$ cat config.mk
export PLATFORM = sky130hd
export DESIGN_NAME = trig_fifo
export DESIGN_NICKNAME = d
export VERILOG_FILES = /design/src/rtl/trig_fifo_pkg.sv /design/src/rtl/trig_fifo_store.sv /design/src/rtl/trig_fifo_flags.sv /design/src/rtl/trig_fifo.sv
export SDC_FILE = /design/constraint.sdc
export NUM_CORES = 1
export LEC_CHECK = 0
export ABC_CLOCK_PERIOD_IN_PS = 5100
export BUFFER_PORTS_ARGS = -buffer_cell sky130_fd_sc_hd__buf_2
export CAP_MARGIN = 10
export CORE_ASPECT_RATIO = 1.4
export CORE_MARGIN = 5
export CORE_UTILIZATION = 40
export CTS_CLUSTER_SIZE = 12
export DETAILED_ROUTE_END_ITERATION = 8
export PLACE_DENSITY = 0.65
export SETUP_SLACK_MARGIN = 0.4
export SYNTH_ARGS = -nofsm -noshare
export SYNTH_HDL_FRONTEND = slang
export SYNTH_SLANG_ARGS = --single-unit
$ cat constraint.sdc
create_clock -name clk -period 5.1 [get_ports clk]
set_input_delay 0.255 -clock clk [delete_from_list [all_inputs] [get_ports clk]]
set_output_delay 0.255 -clock clk [all_outputs]
set_load 0.02 [all_outputs]
$ cat src/rtl/trig_fifo_pkg.sv
package trig_fifo_pkg;

  localparam int unsigned ST_W   = 2;
  localparam int unsigned ST_OVF = 0;
  localparam int unsigned ST_UDF = 1;

  // threshold compare: receive side fires above the level, transmit side below
  function automatic logic trig_eval(input logic is_rx,
                                     input logic [31:0] cnt,
                                     input logic [31:0] lvl);
    return is_rx ? (cnt > lvl) : (cnt < lvl);
  endfunction

  // sticky update: clear command wins, then new events win over w1c
  function automatic logic [ST_W-1:0] sticky_next(input logic [ST_W-1:0] cur,
                                                  input logic [ST_W-1:0] set,
                                                  input logic [ST_W-1:0] w1c,
                                                  input logic            clr);
    return clr ? '0 : ((cur & ~w1c) | set);
  endfunction

endpackage

$ cat src/rtl/trig_fifo_store.sv
module trig_fifo_store #(
  parameter int unsigned DATA_W = 8,
  parameter int unsigned DEPTH  = 8,
  localparam int unsigned AW    = $clog2(DEPTH),
  localparam int unsigned CW    = AW + 1
) (
  input  logic              clk,
  input  logic              rst_n,
  input  logic              clr,
  input  logic              wr_en,
  input  logic              rd_en,
  input  logic [DATA_W-1:0] wr_data,
  output logic [DATA_W-1:0] head,
  output logic [CW-1:0]     count,
  output logic              full,
  output logic              empty
);

  logic [DATA_W-1:0] mem [DEPTH];
  logic [CW-1:0]     wr_ptr;
  logic [CW-1:0]     rd_ptr;

  always_ff @(posedge clk or negedge rst_n) begin
    if (!rst_n) begin
      wr_ptr <= '0;
      rd_ptr <= '0;
    end else if (clr) begin
      wr_ptr <= '0;
      rd_ptr <= '0;
    end else begin
      if (wr_en) wr_ptr <= wr_ptr + CW'(1);
      if (rd_en) rd_ptr <= rd_ptr + CW'(1);
    end
  end

  always_ff @(posedge clk) begin
    if (wr_en) mem[wr_ptr[AW-1:0]] <= wr_data;
  end

  assign count = wr_ptr - rd_ptr;
  assign full  = (count == CW'(DEPTH));
  assign empty = (wr_ptr == rd_ptr);
  assign head  = mem[rd_ptr[AW-1:0]];

endmodule

$ cat src/rtl/trig_fifo_flags.sv
module trig_fifo_flags
  import trig_fifo_pkg::*;
(
  input  logic            clk,
  input  logic            rst_n,
  input  logic            clr,
  input  logic [ST_W-1:0] set,
  input  logic [ST_W-1:0] w1c,
  input  logic [ST_W-1:0] int_en,
  output logic [ST_W-1:0] sticky,
  output logic            irq
);

  always_ff @(posedge clk or negedge rst_n) begin
    if (!rst_n) sticky <= '0;
    else        sticky <= sticky_next(sticky, set, w1c, clr);
  end

  assign irq = |(sticky & int_en);

endmodule

$ cat src/rtl/trig_fifo.sv
module trig_fifo
  import trig_fifo_pkg::*;
#(
  parameter int unsigned DATA_W = 8,
  parameter int unsigned DEPTH  = 8,
  parameter bit          IS_RX  = 1'b0,
  localparam int unsigned AW    = $clog2(DEPTH),
  localparam int unsigned CW    = AW + 1
) (
  input  logic              clk,
  input  logic              rst_n,
  input  logic              clr,
  input  logic              push,
  input  logic [DATA_W-1:0] push_data,
  input  logic              pop,
  output logic [DATA_W-1:0] pop_data,
  input  logic [CW-1:0]     trig_level,
  input  logic [ST_W-1:0]   sticky_clr,
  input  logic [ST_W-1:0]   int_en,
  output logic [CW-1:0]     count,
  output logic              trig,
  output logic [1:0]        stat_live,
  output logic [ST_W-1:0]   sticky,
  output logic              irq
);

  localparam logic [DATA_W-1:0] NO_DATA = '1;

  logic [DATA_W-1:0] head;
  logic              full;
  logic              empty;

  // named events for the checker
  logic ev_push_ok, ev_push_drop, ev_pop_ok, ev_pop_miss;
  logic [ST_W-1:0] ev_set;

  assign ev_push_ok   = push & ~full  & ~clr;
  assign ev_push_drop = push &  full  & ~clr;
  assign ev_pop_ok    = pop  & ~empty & ~clr;
  assign ev_pop_miss  = pop  &  empty & ~clr;

  always_comb begin
    ev_set         = '0;
    ev_set[ST_OVF] = ev_push_drop;
    ev_set[ST_UDF] = ev_pop_miss;
  end

  trig_fifo_store #(.DATA_W(DATA_W), .DEPTH(DEPTH)) u_store (
    .clk     (clk),
    .rst_n   (rst_n),
    .clr     (clr),
    .wr_en   (ev_push_ok),
    .rd_en   (ev_pop_ok),
    .wr_data (push_data),
    .head    (head),
    .count   (count),
    .full    (full),
    .empty   (empty)
  );

  trig_fifo_flags u_flags (
    .clk    (clk),
    .rst_n  (rst_n),
    .clr    (clr),
    .set    (ev_set),
    .w1c    (sticky_clr),
    .int_en (int_en),
    .sticky (sticky),
    .irq    (irq)
  );

  assign trig = trig_eval(IS_RX, 32'(count), 32'(trig_level));

  generate
    if (IS_RX) begin : g_rx
      assign stat_live = {full, ~empty};
      assign pop_data  = empty ? NO_DATA : head;
    end else begin : g_tx
      assign stat_live = {empty, ~full};
      assign pop_data  = empty ? '0 : head;
    end
  endgenerate

endmodule

# == Word-level counts from Yosys, hierarchy flattened ==
# Memory sizes are Yosys's and may differ from the RTL's.
# Cells that the tools add are included.
# classes
order_cmp,1
multipliers,0
n_div,0
bitwise_logic,15
n_reduce_logical,3
addsub,3
n_eq_ne,2
muxes,8
n_shift,0
# op_table
operator,count
$mux W4,4
$add A4 B1 Y4 const B,2
$and A1 B1 Y1,8
$mux W8,1
$and A2 B2 Y2,2
$eq A4 B4 Y1,1
$eq A4 B4 Y1 const B,1
$lt A4 B4 Y1,1
$reduce_bool A2 Y1,2
$sub A4 B4 Y4,1
$not A1 Y1,3
$mux W1,2
$mux W2,1
$not A2 Y2,1
$or A2 B2 Y2,1
$reduce_or A2 Y1,1
# word_totals
elab_cells,36
mem_count,1
output_inout_bits,18
latchBits,0
romBits,0
input_bits,21
ram_bits,64
regBits,10
# mem_list
name,depth,word_bits,read_ports,rd_clocked_by_memory_dff,wr,line,source
u_store.mem,8,8,1,0,1,trig_fifo_store.sv:19,logic [DATA_W-1:0] mem [DEPTH];

# == Longest topological paths before layout ==
# logic_depth
word_depth,7
mapped_depth,9
ltp_nobuf,9

# == Modules after synthesis ==
# From an unflattened synthesis, not the netlist that was laid out.
# hier_totals
hier_cells,208
hier_area_um2,3269.4
# modules_own_cells
module,seq_area_each_um2,cells_per_inst,area_each_um2,n_inst
trig_fifo_store,2122.0,174,2995.4,1
trig_fifo,0.0,25,185.2,1
trig_fifo_flags,50.0,9,88.8,1

# == Worst setup path before layout ==
# Ideal clock, no wire load.
# synth_path
path_kind,register -> register
from,register u_store.rd_ptr[1]
to,"memory u_store.mem[1][0], enable pin"
period_less_slack_ns,3.378
t_required_ns,4.705
slack_ns,1.722
setup_time_ns,0.395
path_stages_with_launch,9
n_path_buf,2
t_arrival_ns,2.984
cell_sequence,dfrtp_1 clkbuf_1 buf_2 inv_1 fa_1 xor2_2 or2_4 o31ai_1 nor4_1
# synth_between
elab_chain_cells,7
# synth_rtl
element,line,source
from (decl),trig_fifo_store.sv:21,logic [CW-1:0] rd_ptr;
from (signal assigned),trig_fifo_store.sv:32,if (rd_en) rd_ptr <= rd_ptr + CW'(1);
$sub A4 B4 Y4,trig_fifo_store.sv:40,assign count = wr_ptr - rd_ptr;
named net count[2],trig_fifo.sv:20,"output logic [CW-1:0] count,"
$eq A4 B4 Y1,trig_fifo_store.sv:41,assign full = (count == CW'(DEPTH));
$not A1 Y1,trig_fifo.sv:37,assign ev_push_ok = push & ~full & ~clr;
$and A1 B1 Y1 (2 in a row),trig_fifo.sv:37,
$mux W1,trig_fifo_store.sv:37,if (wr_en) mem[wr_ptr[AW-1:0]] <= wr_data;
$mux W1 (not written as such),trig_fifo_store.sv:37,
to (decl),trig_fifo_store.sv:19,
# The timed path passes the listed nets, and every way through them passes these cells.

# == Final worst setup path ==
# layout_path
from,register u_store.rd_ptr[2]
to,"memory u_store.mem[1][6], enable pin"
# layout_between
elab_chain_cells,7
# layout_rtl
element,line
$sub A4 B4 Y4,trig_fifo_store.sv:40
$eq A4 B4 Y1,trig_fifo_store.sv:41
$not A1 Y1,trig_fifo.sv:37
$and A1 B1 Y1 (2 in a row),trig_fifo.sv:37
$mux W1,trig_fifo_store.sv:37
$mux W1 (not written as such),trig_fifo_store.sv:37
# Every way passes these cells.

==> run_results.csv <==
group,metric,value,unit
outcome,outcome,"finished, final reports clean",
critical_path,cp_slowest_cell,"nor4_2",
finish,layout.nets,294,
synth,avgSynthCellArea,15.19,sq um
critical_path,start_kind,"flop",
drt,drtPass1Iterations,4,
min_path,hold_class,"in -> reg",
synth,ys.flop_type,"edfxtp_1",
critical_path,r2r_end,"u_store.mem[1][6]$_DFFE_PP_",
cts,clk_pin_slew,0.06,ns
critical_path,cp-startpoint,"u_store.rd_ptr[2]$_DFFE_PN0P_",
synth,syn_area,0.003326,sq mm
finish,diodes,0,
synth,synth_nets,249,
critical_path,r2r_slack,1.85,ns
placement,port_buffers,38,
cts,cts_made_buffers,9,
cts,cts_resized,0,
cts,postCtsHoldBufs,1,
timing,maxSlewHeadroom,29.06,%
grt,grt_first_pass_wirelength,11350,microns
drt,wire_per_inst,18.99,microns
critical_path,critPathMaxStageDelay,0.83,ns
critical_path,cp-endpoint,"u_store.mem[1][6]$_DFFE_PP_",
critical_path,worstSetupPathType,"reg -> reg",
synth,synth_seq_area_share,65.31,%
critical_path,path_max_fanout,10,
synth,synth-seq-cells,74,
die,dieWidth,87.07,microns
critical_path,reg2reg_from,"u_store.rd_ptr[2]$_DFFE_PN0P_",
cts,cts-root-buf,"clkbuf_16",
placement,place_area,0.003635,sq mm
critical_path,worstPathRequired,5.04,ns
timing,skew,0.007786,ns
synth,synth_edf_count,64,
finish,postLayoutCellArea,0.003953,sq mm
timing,hold_viol,0,
drt,drt_iter0_drc,124,
timing,min_period,3.254,ns
power_and_ir_drop,leakagePower,1.474,nW
power_and_ir_drop,ir_drop,0.0004162,V
flow_run,drv_cap,0,
grt,grtUsageTotal,15.26,%
finish,syn_to_final_growth,18.85,%
critical_path,cp.depth,6,
grt,grt_max_degree,21,
synth,yosys_warnings,0,
cts,cts_tree,"done",
grt,antenna_found_initial,0,
drt,antenna_left,0,
grt,globalRouteOverflowTotal,0,
cts,htree_levels,3,
die,die_h,117.9,microns
timing,rsz0062_at_grt,"no",
drt,drt-total-wl,7025,microns
critical_path,crit_path_cell_trace,"inv_2 > ha_1 > a21oi_1 > and3_1 > o31ai_1 > nor4_2",
critical_path,end_kind,"flop",
finish,layout-drive-gt1-share,28.36,%
timing,slew_viol_final,0,
cts,clockBufferDepth,2,
timing,fmax,307.3,MHz
critical_path,reg2regPathDepth,6,
critical_path,crit_family,"simple AND/OR/NAND/NOR gates",
power_and_ir_drop,powerDensity,563.8,mW/mm^2
synth,syn_inst,219,
die,core,0.008149,sq mm
synth,async_reset_ff_share,13.51,%
cts,insertion_delay,0.33,ns
die,initial_utilization,40.81,%
timing,fin_setup_tns,0,ns
die,pin_count,39,
timing,setup_violations,0,
cts,post_cts_buffers,0,
drt,drc,0,
cts,cts.sinks,74,
timing,finalCritPeriodShare,63.80,%
die,rows,39,
timing,tightest_slew,1.055,ns
critical_path,worst-path-buf-inv,1,
drt,vias,2009,
placement,place.gp.congestion,0.8402,
die,die_area,0.01026,sq mm
synth,ys_types,45,
grt,grt_pass1_vias,2122,
placement,place_hpwl,5052,microns
drt,viasPerCell,5.430,
critical_path,crit_arrival,3.20,ns
[stage by stage]
step	instances	utilization (%)	total power [mW]	hold WS (ns)	setup WS [ns]
after floorplan	219	-	1.353	-0.04059	1.722
after global placement	353	44.60	1.593	0.1394	1.831
after detailed placement	353	44.60	1.608	0.1357	1.736
after CTS	369	48.41	2.251	0.1991	1.713
after global routing	370	48.50	2.363	0.2131	1.623
final	370	48.50	2.228	0.2173	1.846
[cells by family after synthesis]
family                     after synthesis  share of synthesized area (%)
and+or+nand+nor                         63                          9.480
AOI/OAI and AO/OA                       31                          5.907
muxes                                   18                          11.47
xor gates and xnor gates                 5                          1.768
buffers and inverters                   19                          2.445
adders and majority gates                9                          3.612
DFF                                     74                          65.31
[per-layer routing]
metal	part of all wire [%]	GRT usage [%]	vias up
li1	-	-	929
met1	35	16.15	1004
met2	57	27.42	58
met3	4.6	3.291	18
met4	3.0	7.895	0
met5	0	0	-
[synth_stat cells (2+ instances only)]
master,count,area (sq um)
a21oi_1,13,65.06
and3_1,4,25.02
buf_2,2,10.01
buf_4,2,15.01
clkbuf_1,5,18.77
dfrtp_1,10,250.2
edfxtp_1,64,1922
ha_1,8,100.1
inv_1,9,33.78
mux4_2,16,360.4
nand2_1,20,75.07
nand2b_1,4,25.02
nand3_1,5,25.02
nand4_1,2,12.51
nor2_1,14,52.55
nor2b_1,4,25.02
nor3b_1,2,15.01
nor4_1,2,12.51
o211ai_1,2,15.01
o21ai_0,4,20.02
xnor2_1,2,17.52
xor2_2,2,32.53
[tightest hold or removal path, cell delays in order]
cell and delay [ns]:
buf_2 0.11, a21oi_1 0.06, nor2_1 0.08
[layout make-up]
class / instances / area [sq um]
repair buffers: 43 / 230.2
clock buffers: 11 / 232.7
multi-input cells: 126 / 1085
clock inverters: 4 / 67.56
inverters: 10 / 37.54
fillers: 709 / 4197
flip-flops and latches: 74 / 2172
well taps: 102 / 127.6
[cells in the final DEF (no fill, tap or decap), types with 2 or more instances in the layout]
cell and instances:
a21oi_1 13, and3_1 4, buf_2 38, buf_4 3
bufinv_16 2, clkbuf_1 2, clkbuf_16 9, clkinv_1 2
dfrtp_1 10, edfxtp_1 64, ha_1 8, inv_1 9
mux4_2 16, nand2_1 20, nand2b_1 4, nand3_1 5
nand4_1 2, nor2_1 14, nor2b_1 4, nor3b_1 2
nor4_2 2, o211ai_1 2, o21ai_0 4, xnor2_1 2
xor2_2 2
[report_power, final]
part           total, mW  internal, mW  switching [mW]
clock network      0.638         0.422           0.217
registers          0.741         0.706          0.0354
logic              0.848         0.311           0.538
[worst min-delay path by stage]
stage                     startpoint                          end  slack [ns]  cells after the start
final                            pop  u_flags.sticky[1]$_DFF_PN0_        0.22                      3
after global routing             pop  u_flags.sticky[1]$_DFF_PN0_        0.21                      3
after CTS                        pop  u_flags.sticky[1]$_DFF_PN0_        0.20                      3
after detailed placement       rst_n  u_flags.sticky[0]$_DFF_PN0_        0.14                      1
after global placement         rst_n  u_flags.sticky[1]$_DFF_PN0_        0.14                      1
after floorplan                rst_n  u_flags.sticky[0]$_DFF_PN0_       -0.04                      0
[sequential cells by signal (all words and copies together) (netlist names)]
| name | cells |
|---|---|
| u_store.mem | 64 |
| u_store.wr_ptr | 4 |
| u_store.rd_ptr | 4 |
| u_flags.sticky | 2 |
Note: power is estimated with default switching activity, not from simulation.
